### src/rtl/blm_pkg.sv
package blm_pkg;

  // Sequencer states for the memory side
  typedef enum logic [0:0] {
    SEQ_IDLE = 1'b0,
    SEQ_BUSY = 1'b1
  } seq_state_e;

  // Device register count and slot order (slot = address bits above the lane bits)
  localparam int NDEV          = 4;
  localparam int DEV_KBD_STAT  = 0;
  localparam int DEV_KBD_DATA  = 1;
  localparam int DEV_DSP_STAT  = 2;
  localparam int DEV_DSP_DATA  = 3;

endpackage

### src/rtl/blm_addr_map.sv
module blm_addr_map #(
  parameter int            AW       = 16,
  parameter int            LANES    = 2,
  parameter int            NDEV     = 4,
  parameter logic [AW-1:0] DEV_BASE = 16'hFE00
) (
  input  logic [AW-1:0]              addr,
  output logic [AW-1:0]              word_addr,
  output logic [$clog2(LANES)-1:0]   lane,
  output logic                       is_dev,
  output logic [NDEV-1:0]            dev_sel
);
  localparam int LSB_W = $clog2(LANES);
  localparam int DEV_W = $clog2(NDEV);
  localparam int REG_LO = LSB_W + DEV_W;

  logic [DEV_W-1:0] slot;

  // drop lane bits to reach the containing word
  assign word_addr = {addr[AW-1:LSB_W], {LSB_W{1'b0}}};
  assign lane      = addr[LSB_W-1:0];
  assign slot      = addr[REG_LO-1:LSB_W];
  assign is_dev    = (addr[AW-1:REG_LO] == DEV_BASE[AW-1:REG_LO]);

  for (genvar d = 0; d < NDEV; d++) begin : g_dev_sel
    assign dev_sel[d] = is_dev && (slot == DEV_W'(d));
  end

endmodule

### src/rtl/blm_lane_wr.sv
module blm_lane_wr #(
  parameter int DW    = 16,
  parameter int BW    = 8,
  parameter int LANES = 2
) (
  input  logic [DW-1:0]             wdata,
  input  logic                      word,
  input  logic                      wr,
  input  logic [$clog2(LANES)-1:0]  lane,
  output logic [LANES-1:0]          we,
  output logic [DW-1:0]             lane_data
);
  localparam int LSB_W = $clog2(LANES);

  for (genvar l = 0; l < LANES; l++) begin : g_lane
    // a byte store copies the low byte into every lane; the enable picks the target
    assign lane_data[l*BW +: BW] = word ? wdata[l*BW +: BW] : wdata[BW-1:0];
    assign we[l]                 = wr && (word || (lane == LSB_W'(l)));
  end

endmodule

### src/rtl/blm_lane_rd.sv
module blm_lane_rd #(
  parameter int DW    = 16,
  parameter int BW    = 8,
  parameter int LANES = 2
) (
  input  logic [DW-1:0]             word_in,
  input  logic                      word,
  input  logic [$clog2(LANES)-1:0]  lane,
  output logic [DW-1:0]             data
);
  logic [BW-1:0] lane_bytes [LANES];
  logic [BW-1:0] picked;

  for (genvar l = 0; l < LANES; l++) begin : g_split
    assign lane_bytes[l] = word_in[l*BW +: BW];
  end

  assign picked = lane_bytes[lane];
  assign data   = word ? word_in : {{(DW-BW){picked[BW-1]}}, picked};

endmodule

### src/rtl/blm_seq.sv
module blm_seq
  import blm_pkg::*;
#(
  parameter int AW    = 16,
  parameter int DW    = 16,
  parameter int LANES = 2
) (
  input  logic                      clk,
  input  logic                      rst_n,
  input  logic                      launch,
  input  logic                      ready,
  input  logic [AW-1:0]             nxt_addr,
  input  logic                      nxt_wr,
  input  logic                      nxt_word,
  input  logic [$clog2(LANES)-1:0]  nxt_lane,
  input  logic [LANES-1:0]          nxt_we,
  input  logic [DW-1:0]             nxt_wdata,
  output logic                      busy,
  output logic [AW-1:0]             mem_addr,
  output logic                      mem_wr,
  output logic [LANES-1:0]          mem_we,
  output logic [DW-1:0]             mem_wdata,
  output logic                      cap_word,
  output logic [$clog2(LANES)-1:0]  cap_lane
);
  localparam int LSB_W = $clog2(LANES);

  seq_state_e       state_q, state_d;
  logic             load, clear;
  logic [LANES-1:0] we_q, we_d;

  assign load  = (state_q == SEQ_IDLE) && launch;
  assign clear = (state_q == SEQ_BUSY) && ready;

  always_comb begin
    state_d = state_q;
    case (state_q)
      SEQ_IDLE: if (launch) state_d = SEQ_BUSY;
      SEQ_BUSY: if (ready)  state_d = SEQ_IDLE;
      default:              state_d = SEQ_IDLE;
    endcase
  end

  always_comb begin
    we_d = we_q;
    if (load)       we_d = nxt_we;
    else if (clear) we_d = '0;
  end

  // control registers: reset
  always_ff @(posedge clk or negedge rst_n) begin
    if (!rst_n) begin
      state_q <= SEQ_IDLE;
      we_q    <= '0;
    end else begin
      state_q <= state_d;
      we_q    <= we_d;
    end
  end

  // request capture: enabled by load only, no reset needed
  logic [AW-1:0]    addr_q;
  logic             wr_q;
  logic             word_q;
  logic [LSB_W-1:0] lane_q;
  logic [DW-1:0]    wdata_q;

  always_ff @(posedge clk) begin
    if (load) begin
      addr_q  <= nxt_addr;
      wr_q    <= nxt_wr;
      word_q  <= nxt_word;
      lane_q  <= nxt_lane;
      wdata_q <= nxt_wdata;
    end
  end

  assign busy      = (state_q == SEQ_BUSY);
  assign mem_addr  = addr_q;
  assign mem_wr    = busy && wr_q;
  assign mem_we    = we_q;
  assign mem_wdata = wdata_q;
  assign cap_word  = word_q;
  assign cap_lane  = lane_q;

endmodule

### src/rtl/byte_lane_mem_if.sv
module byte_lane_mem_if
  import blm_pkg::*;
#(
  parameter int            AW       = 16,
  parameter int            DW       = 16,
  parameter int            BW       = 8,
  parameter logic [AW-1:0] DEV_BASE = 16'hFE00
) (
  input  logic                clk,
  input  logic                rst_n,
  input  logic                acc_en,
  input  logic                acc_wr,
  input  logic                acc_word,
  input  logic [AW-1:0]       acc_addr,
  input  logic [DW-1:0]       acc_wdata,
  output logic [DW-1:0]       acc_rdata,
  output logic                acc_done,
  output logic [AW-1:0]       mem_addr,
  output logic                mem_en,
  output logic                mem_wr,
  output logic [DW/BW-1:0]    mem_we,
  output logic [DW-1:0]       mem_wdata,
  input  logic [DW-1:0]       mem_rdata,
  input  logic                mem_ready,
  input  logic [DW-1:0]       kbd_stat_i,
  input  logic [DW-1:0]       kbd_data_i,
  input  logic [DW-1:0]       dsp_stat_i,
  input  logic [DW-1:0]       dsp_data_i,
  output logic [NDEV-1:0]     dev_rd_o,
  output logic [NDEV-1:0]     dev_wr_o,
  output logic [DW-1:0]       dev_wdata
);
  localparam int LANES = DW / BW;
  localparam int LSB_W = $clog2(LANES);

  logic [AW-1:0]    word_addr;
  logic [LSB_W-1:0] lane;
  logic             is_dev;
  logic [NDEV-1:0]  dev_sel;
  logic [LANES-1:0] req_we;
  logic [DW-1:0]    req_lane_data;
  logic             busy;
  logic             cap_word;
  logic [LSB_W-1:0] cap_lane;
  logic [DW-1:0]    dev_in [NDEV];
  logic [DW-1:0]    dev_word;
  logic [DW-1:0]    rd_src;
  logic             rd_word;
  logic [LSB_W-1:0] rd_lane;
  logic             dev_req;

  blm_addr_map #(
    .AW(AW), .LANES(LANES), .NDEV(NDEV), .DEV_BASE(DEV_BASE)
  ) i_addr_map (
    .addr      (acc_addr),
    .word_addr (word_addr),
    .lane      (lane),
    .is_dev    (is_dev),
    .dev_sel   (dev_sel)
  );

  blm_lane_wr #(
    .DW(DW), .BW(BW), .LANES(LANES)
  ) i_lane_wr (
    .wdata     (acc_wdata),
    .word      (acc_word),
    .wr        (acc_wr),
    .lane      (lane),
    .we        (req_we),
    .lane_data (req_lane_data)
  );

  blm_seq #(
    .AW(AW), .DW(DW), .LANES(LANES)
  ) i_seq (
    .clk       (clk),
    .rst_n     (rst_n),
    .launch    (acc_en && !is_dev),
    .ready     (mem_ready),
    .nxt_addr  (word_addr),
    .nxt_wr    (acc_wr),
    .nxt_word  (acc_word),
    .nxt_lane  (lane),
    .nxt_we    (req_we),
    .nxt_wdata (req_lane_data),
    .busy      (busy),
    .mem_addr  (mem_addr),
    .mem_wr    (mem_wr),
    .mem_we    (mem_we),
    .mem_wdata (mem_wdata),
    .cap_word  (cap_word),
    .cap_lane  (cap_lane)
  );

  // device register read mux
  assign dev_in[DEV_KBD_STAT] = kbd_stat_i;
  assign dev_in[DEV_KBD_DATA] = kbd_data_i;
  assign dev_in[DEV_DSP_STAT] = dsp_stat_i;
  assign dev_in[DEV_DSP_DATA] = dsp_data_i;

  always_comb begin
    dev_word = '0;
    for (int d = 0; d < NDEV; d++) begin
      if (dev_sel[d]) dev_word = dev_word | dev_in[d];
    end
  end

  // device accesses are only taken while the memory side is idle
  assign dev_req   = acc_en && !busy && is_dev;
  assign dev_rd_o  = (dev_req && !acc_wr) ? dev_sel : '0;
  assign dev_wr_o  = (dev_req &&  acc_wr) ? dev_sel : '0;
  assign dev_wdata = req_lane_data;

  // one read steering path shared by memory and device returns
  assign rd_src  = busy ? mem_rdata : dev_word;
  assign rd_word = busy ? cap_word  : acc_word;
  assign rd_lane = busy ? cap_lane  : lane;

  blm_lane_rd #(
    .DW(DW), .BW(BW), .LANES(LANES)
  ) i_lane_rd (
    .word_in (rd_src),
    .word    (rd_word),
    .lane    (rd_lane),
    .data    (acc_rdata)
  );

  assign mem_en   = busy;
  assign acc_done = busy ? mem_ready : dev_req;

endmodule

### config.mk
export PLATFORM = sky130hd
export DESIGN_NAME = byte_lane_mem_if
export DESIGN_NICKNAME = d
export VERILOG_FILES = /design/src/rtl/blm_pkg.sv /design/src/rtl/blm_addr_map.sv /design/src/rtl/blm_lane_wr.sv /design/src/rtl/blm_lane_rd.sv /design/src/rtl/blm_seq.sv /design/src/rtl/byte_lane_mem_if.sv
export SDC_FILE = /design/constraint.sdc
export NUM_CORES = 1
export LEC_CHECK = 0
export BUFFER_PORTS_ARGS = -buffer_cell sky130_fd_sc_hd__buf_4
export CAP_MARGIN = 20
export CORE_ASPECT_RATIO = 1.25
export CORE_MARGIN = 5
export CORE_UTILIZATION = 35
export CTS_CLUSTER_DIAMETER = 120
export DETAILED_ROUTE_END_ITERATION = 16
export PLACE_DENSITY_LB_ADDON = 0.25
export SYNTH_ARGS = -nofsm -noshare
export SYNTH_HDL_FRONTEND = slang
export SYNTH_SLANG_ARGS = --single-unit
### constraint.sdc
create_clock -name clk -period 2.5 [get_ports clk]
set_input_delay 0 -clock clk [delete_from_list [all_inputs] [get_ports clk]]
set_output_delay 0 -clock clk [all_outputs]
set_load 0.02 [all_outputs]
==> key figures, run 1 <==
Setup path
  – Crit path DAT: 2.38 ns
  – CP max FO: 24
  – CP endpoint kind: primary output
  – Setup crit start kind: input port
  – Reg-to-Reg Start: i_seq.busy$_DFF_PN0_
  – Setup CP Type: in -> out
  – Critical Path Source: acc_addr[6]
  – Worst endpoint required time: 2.50 ns

Min path
  – Hold crit path type: in -> reg
  – Hold_sp: mem_ready

Placement
  – DP Wirelength: 6.43 mm
  – Placed Cells: 458
  – Port bufs: 193
  – RePlAce Congestion: 0.810
  – Post-DP Area: 3790 um2

Floorplan
  – Number of placement rows: 33
  – Die width: 83.3 um
  – Core area: 6570 um2
  – Die Ht: 102 um
  – Ports: 195
  – Die Area: 8460 um2
  – Initial Util: 35.8%

STA
  – Slew margin rel.: 36.7%
  – RSZ-0062 raised after global routing: yes
  – Final Setup Violations: 0
  – Fin Clk Skew: 0.00340 ns
  – Fin. Hold Viols: 0
  – Slew Viols, Final: 0
  – Min Tclk post-route: 2.38 ns
  – Least-Margin Pin Slew: 0.948 ns
  – Fin crit share: 95.3%
  – Accumulated negative setup slack: 0 ns
  – Fmax: 420 MHz

Yosys
  – Largest area contributor in the netlist: edfxtp_1
  – Synth async-reset ratio: 8.11%
  – Top post-synthesis cells by area: edfxtp_1, mux4_2, mux2_2, nand2_1, a21oi_1
  – Cells after Synth: 198
  – Synthesis warning total: 0
  – Post-synthesis sequential element count: 37
  – Synthesized Nets: 316
  – Post-synthesis cell area: 2350 um2
  – Post-synth EDFFs: 34
  – Post-synthesis area per instance: 11.9 um2
  – Synth top area share: 43.5%
  – Commonest cells in the netlist: edfxtp_1, nand2_1, a21oi_1, mux4_2, mux2_2
  – Yosys cell types: 36
  – Synth Flop Type: edfxtp_1
  – Register area share after synthesis: 46.7%
  – Most frequent cell after synthesis: edfxtp_1

Power
  – Lkg Pwr: 0.00184 uW
  – Net Sw Power: 594 uW
  – Switching Fraction: 29.6%
  – Maximum vdd drop: 0.000265 V
  – Pwr per Cell Area: 485 nW/um2
  – Sequential share of power: 37.6%
  – Gate power share: 38.4%
  – Clock network power share: 24.0%
  – P_int: 1410 uW

Global routing
  – Vias in the first global route: 2472
  – Largest net degree at the start of global routing: 36
  – GRT Resource Usage Total: 18.3%
  – Antenna violations before repair: 0
  – Global-route wire length before repair: 12.1 mm
  – Overflow after GRT: 0

CTS
  – Clock sink count: 37
  – Worst-skew pair later-pin latency: 0.27 ns
  – Clock tree from TritonCTS: done
  – CTS H-tree lvls: 2
  – Num CTS Buffers: 5
  – Root Buffer: clkbuf_8
  – Clock-pin slew on the worst setup and hold paths: 0.07 ns
  – Worst-case clock buffer depth: 2

Drt
  – Initial DRC Count: 41
  – Wire per inst: 16.4 um
  – Post-route ant nets: 0
  – DRC viols: 0
  – Total vias in the final route: 2388
  – Detailed Route WL: 8.05 mm
  – First-pass DRT Iterations: 4
  – DR vias/cell: 4.87

Cells and area
  – # diodes: 0
  – Fill cells: 520
  – Finished Core Util: 63.1%
  – Area Growth Syn to Fin: 76.3%
  – Finished Cell Area: 4140 um2
  – Final net count: 520
  – Seq. cell area: 1100 um2
  – Post-route insts no fill: 490
  – Layout cells sized above 1: 59.3%
  – Area of the multi-input gates: 1070 um2

Outcome
  – Status: finished clean

Flow run
  – Max-Cap Viols: 0
## critical path, cell delays in order
cell	delay [ns]
dlygate4sd3_1	0.54
buf_4	0.14
nand4b_1	0.15
or4_1	0.52
buf_4	0.24
o311ai_4	0.30
a21oi_2	0.17
a21oi_2	0.16
buf_4	0.16
## power groups by stage
stage	sequential (uW)	combinational (uW)	clock, uW
after CTS	756	776	496
after global placement	768	737	0
after floorplan	819	333	0
after global routing	760	825	519
final	755	771	482
after detailed placement	768	743	0
## state kept, by name, summed over array words and instances, names as in the netlist
signal and count:
i_seq.mem_wdata 16, i_seq.mem_addr 15, i_seq.mem_we 2, i_seq.busy 1
i_seq.cap_lane 1, i_seq.cap_word 1, i_seq.wr_q 1
## placed cells by master, fill, tap and decap left out, types with 4 or more instances in the layout
| cell | count |
|---|---|
| clkbuf_8 | 5 |
| o21ai_0 | 4 |
| nand2_1 | 24 |
| nor3b_1 | 7 |
| edfxtp_1 | 34 |
| inv_1 | 10 |
| mux4_2 | 15 |
| o31ai_1 | 9 |
| a21oi_1 | 14 |
| buf_4 | 197 |
| dlygate4sd3_1 | 24 |
| mux2_2 | 13 |
| nor2_1 | 7 |
| o21ai_1 | 7 |
## layout make-up
cell class,count,area share [%]
Clock buffer,6,1.75
Multi-Input combinational cell,127,25.9
Tap cell,87,2.63
Timing Repair Buffer,221,41.5
Clock inverter,2,0.816
Sequential cell,37,26.5
Inverter,10,0.906
## through the flow
stage / setup slack (ns) / hold slack [ns] / power (uW)
finish: 0.117 / 0.0321 / 2010
global route: -0.00285 / 0.0358 / 2100
CTS: 0.0676 / 0.0215 / 2030
detailed placement: 0.334 / -0.209 / 1510
global placement: 0.313 / -0.210 / 1500
floorplan: 0.291 / -0.296 / 1150
## cells by family after synthesis
logic type,after synthesis,synth area share [%]
AOI/OAI and AO/OA,41,11.3
buffers and inverters,34,8.10
other,1,0.160
muxes,30,21.5
and+or+nand+nor,55,12.3
DFF,37,46.7
## path summary, 6_finish.rpt
check | to | slack [ns] | cells after the start
worst min register to register | i_seq.mem_we[1]$_DFFE_PN0P_ | 0.53 | 2
worst min-delay path | i_seq.mem_we[1]$_DFFE_PN0P_ | 0.03 | 4
min in group asynchronous | i_seq.mem_we[1]$_DFFE_PN0P_ | 0.08 | 2
worst max-delay path | acc_rdata[8] | 0.12 | 9
worst max register to register | i_seq.mem_addr[11]$_DFFE_PP_ | 0.62 | 2
max in group asynchronous | i_seq.busy$_DFF_PN0_ | 2.33 | 2
## what timing repair did
action                                 4_1_cts  5_1_grt
endpoints found under the hold margin       26        0
hold buffers                                24        0
setup buffers                                0        0
resized for setup                            0        1
setup endpoints to repair                    0        1
## metal layers
layer,GRT usage [%],vias to the layer above,routed length [um]
met4,6.29,0,143
met2,34.7,141,4220
met3,7.40,10,921
li1,-,1139,-
met1,18.1,1098,2770
met5,0,-,0
(Power assumes the default switching activity.)
==> run 2: changes to the inputs <==
ABC_AREA = 1   (was not set)
==> run 2 against run 1 <==
Net effect:
- flip-flop and latch count unchanged
- cell count rose by 25%
- largest cell class unchanged
- highest routed layer unchanged
- wire length increased by 14%
- sequential power hardly changed
- global-route usage is 1.5 points higher
==> key figures, run 2 <==
Yosys
  – Synthesis warning total: 0
  – Post-synthesis cell area: 2470 um2
  – Register area share after synthesis: 44.4%
  – Synth top area share: 41.4%
  – Post-synthesis area per instance: 7.99 um2
  – Post-synth EDFFs: 34
  – Synth async-reset ratio: 8.11%
  – Largest area contributor in the netlist: edfxtp_1
  – Synth Flop Type: edfxtp_1
  – Commonest cells in the netlist: nand2_1, nand3_1, nor2_1
  – Post-synthesis sequential element count: 37
  – Top post-synthesis cells by area: edfxtp_1, nand2_1, nand3_1, nor2_1, mux2_2
  – Yosys cell types: 26
  – Most frequent cell after synthesis: nand2_1
  – Synthesized Nets: 427
  – Cells after Synth: 309

STA
  – Fmax: 463 MHz
  – Fin Clk Skew: 0.00577 ns
  – Fin. Hold Viols: 0
  – Accumulated negative setup slack: 0 ns
  – Min Tclk post-route: 2.16 ns
  – Hold slack: 0.0392 ns
  – Fin crit share: 86.3%
  – Slew Viols, Final: 0
  – RSZ-0062 raised after global routing: no
  – Final Setup Violations: 0

Placement
  – Port bufs: 193
  – RePlAce Congestion: 0.888
  – DP Wirelength: 7.32 mm

Outcome
  – Status: finished clean

Cells and area
  – Fill cells: 607
  – Area of the multi-input gates: 1130 um2
  – # diodes: 0
  – Final net count: 640
  – Layout cells sized above 1: 46.7%
  – Commonest non-fill, non-tap cells in the layout: buf_4, nand2_1, nand3_1
  – Largest register FFs: 16
  – Finished Core Util: 61.8%
  – Area Growth Syn to Fin: 73.5%
  – Seq. cell area: 1100 um2
  – Most common cell after layout, fill and taps aside: buf_4

Drt
  – Total vias in the final route: 2868
  – DRC viols: 0
  – First-pass DRT Iterations: 4
  – Post-route ant nets: 0
  – DR vias/cell: 4.69
  – Initial DRC Count: 76
  – Detailed Route WL: 9.21 mm
  – Wire per inst: 15.1 um

CTS
  – Num CTS Buffers: 5
  – Worst-case clock buffer depth: 2
  – Worst-skew pair later-pin latency: 0.28 ns
  – Post-CTS resize count: 0
  – CTS H-tree lvls: 2
  – Postcts setup bufs: 0
  – Root Buffer: clkbuf_8
  – Clock tree from TritonCTS: done
  – Hold_buf cts: 27
  – Clock sink count: 37
  – Clock-pin slew on the worst setup and hold paths: 0.07 ns

Power
  – Pwr per Cell Area: 460 nW/um2
  – Lkg Pwr: 0.00212 uW
  – Maximum vdd drop: 0.000634 V

Global routing
  – Global-route wire length before repair: 14.0 mm
  – Overflow after GRT: 0
  – Vias in the first global route: 2835
  – GRT Resource Usage Total: 19.8%
  – Largest net degree at the start of global routing: 32
  – Antenna violations before repair: 0

Setup path
  – Delay-heaviest family, CP: simple AND/OR/NAND/NOR gates
  – Slowest cell on the critical path: dlygate4sd3_1
  – Worst endpoint required time: 2.50 ns
  – Crit path DAT: 2.16 ns
  – Max incr delay on CP: 0.55 ns
  – CP max FO: 12
  – CP endpoint kind: primary output
  – Crit-path cells: dlygate4sd3_1 > buf_4 > nor2_1 > nand3_1 > nor2_1 > nand2_2 > nor2_4 > a21oi_1 > nand2_1 > nand3_2 > nand3_1 > buf_4
  – Setup CP Type: in -> out
  – Buf/Inv on CP: 3
  – R2R setup slack: 0.66 ns
  – Setup crit start kind: input port

Floorplan
  – Die Area: 8840 um2
  – Die Ht: 104 um
  – Die width: 85.1 um
  – Ports: 195
  – Core area: 6930 um2
  – Number of placement rows: 34
  – Initial Util: 35.6%

Flow run
  – Max-Cap Viols: 0

Min path
  – Hold crit path type: in -> reg
==> run 2: report_power, final <==
group	switching, uW	total (uW)	internal [uW]
registers	22.5	758	736
clock network	197	384	187
logic	444	830	386
==> run 2: stage by stage <==
| stage | instance area, um2 | cells | power (uW) | worst slack, ns |
|---|---|---|---|---|
| after global placement | 3930 | 578 | 1560 | 0.756 |
| final | 4280 | 612 | 1970 | 0.341 |
| after floorplan | 2470 | 309 | 1170 | 0.530 |
| after global routing | 4280 | 612 | 2080 | 0.152 |
| after CTS | 4280 | 612 | 1990 | 0.328 |
| after detailed placement | 3930 | 578 | 1570 | 0.664 |
==> run 2: cell families after synthesis <==
family                 share of synthesized area [%]
other                                          0.152
AND/OR/NAND/NOR                                 34.4
multiplexers                                    4.05
flip-flops                                      44.4
AO/OA/AOI/OAI                                   7.20
buffers and inverters                           9.83
==> run 2: routing by layer <==
metal,GRT usage (%),share of wire [%],up-vias
met5,0,0,-
met2,35.2,49,162
met4,3.85,0.88,0
met3,8.32,14,7
met1,21.8,35,1252
li1,-,-,1447
==> run 2: cell type report <==
cell class	instances	area share (%)
multi-input combinational	222	26.4
tap	90	2.63
sequential	37	25.6
timing repair buffer	223	40.7
inverter	33	2.89
clock buffer	5	1.61
clock inverter	2	0.263
==> run 2: worst paths after layout <==
kind,startpoint,cells after the start,end
worst max-delay path,acc_addr[5],12,acc_rdata[10]
worst min-delay path,acc_wdata[9],2,i_seq.mem_wdata[9]$_DFFE_PP_
worst max register to register,i_seq.busy$_DFF_PN0_,6,i_seq.mem_wdata[7]$_DFFE_PP_
worst min register to register,i_seq.mem_we[1]$_DFFE_PN0P_,2,i_seq.mem_we[1]$_DFFE_PN0P_
max in group asynchronous,rst_n,2,i_seq.mem_we[1]$_DFFE_PN0P_
min in group asynchronous,rst_n,2,i_seq.busy$_DFF_PN0_
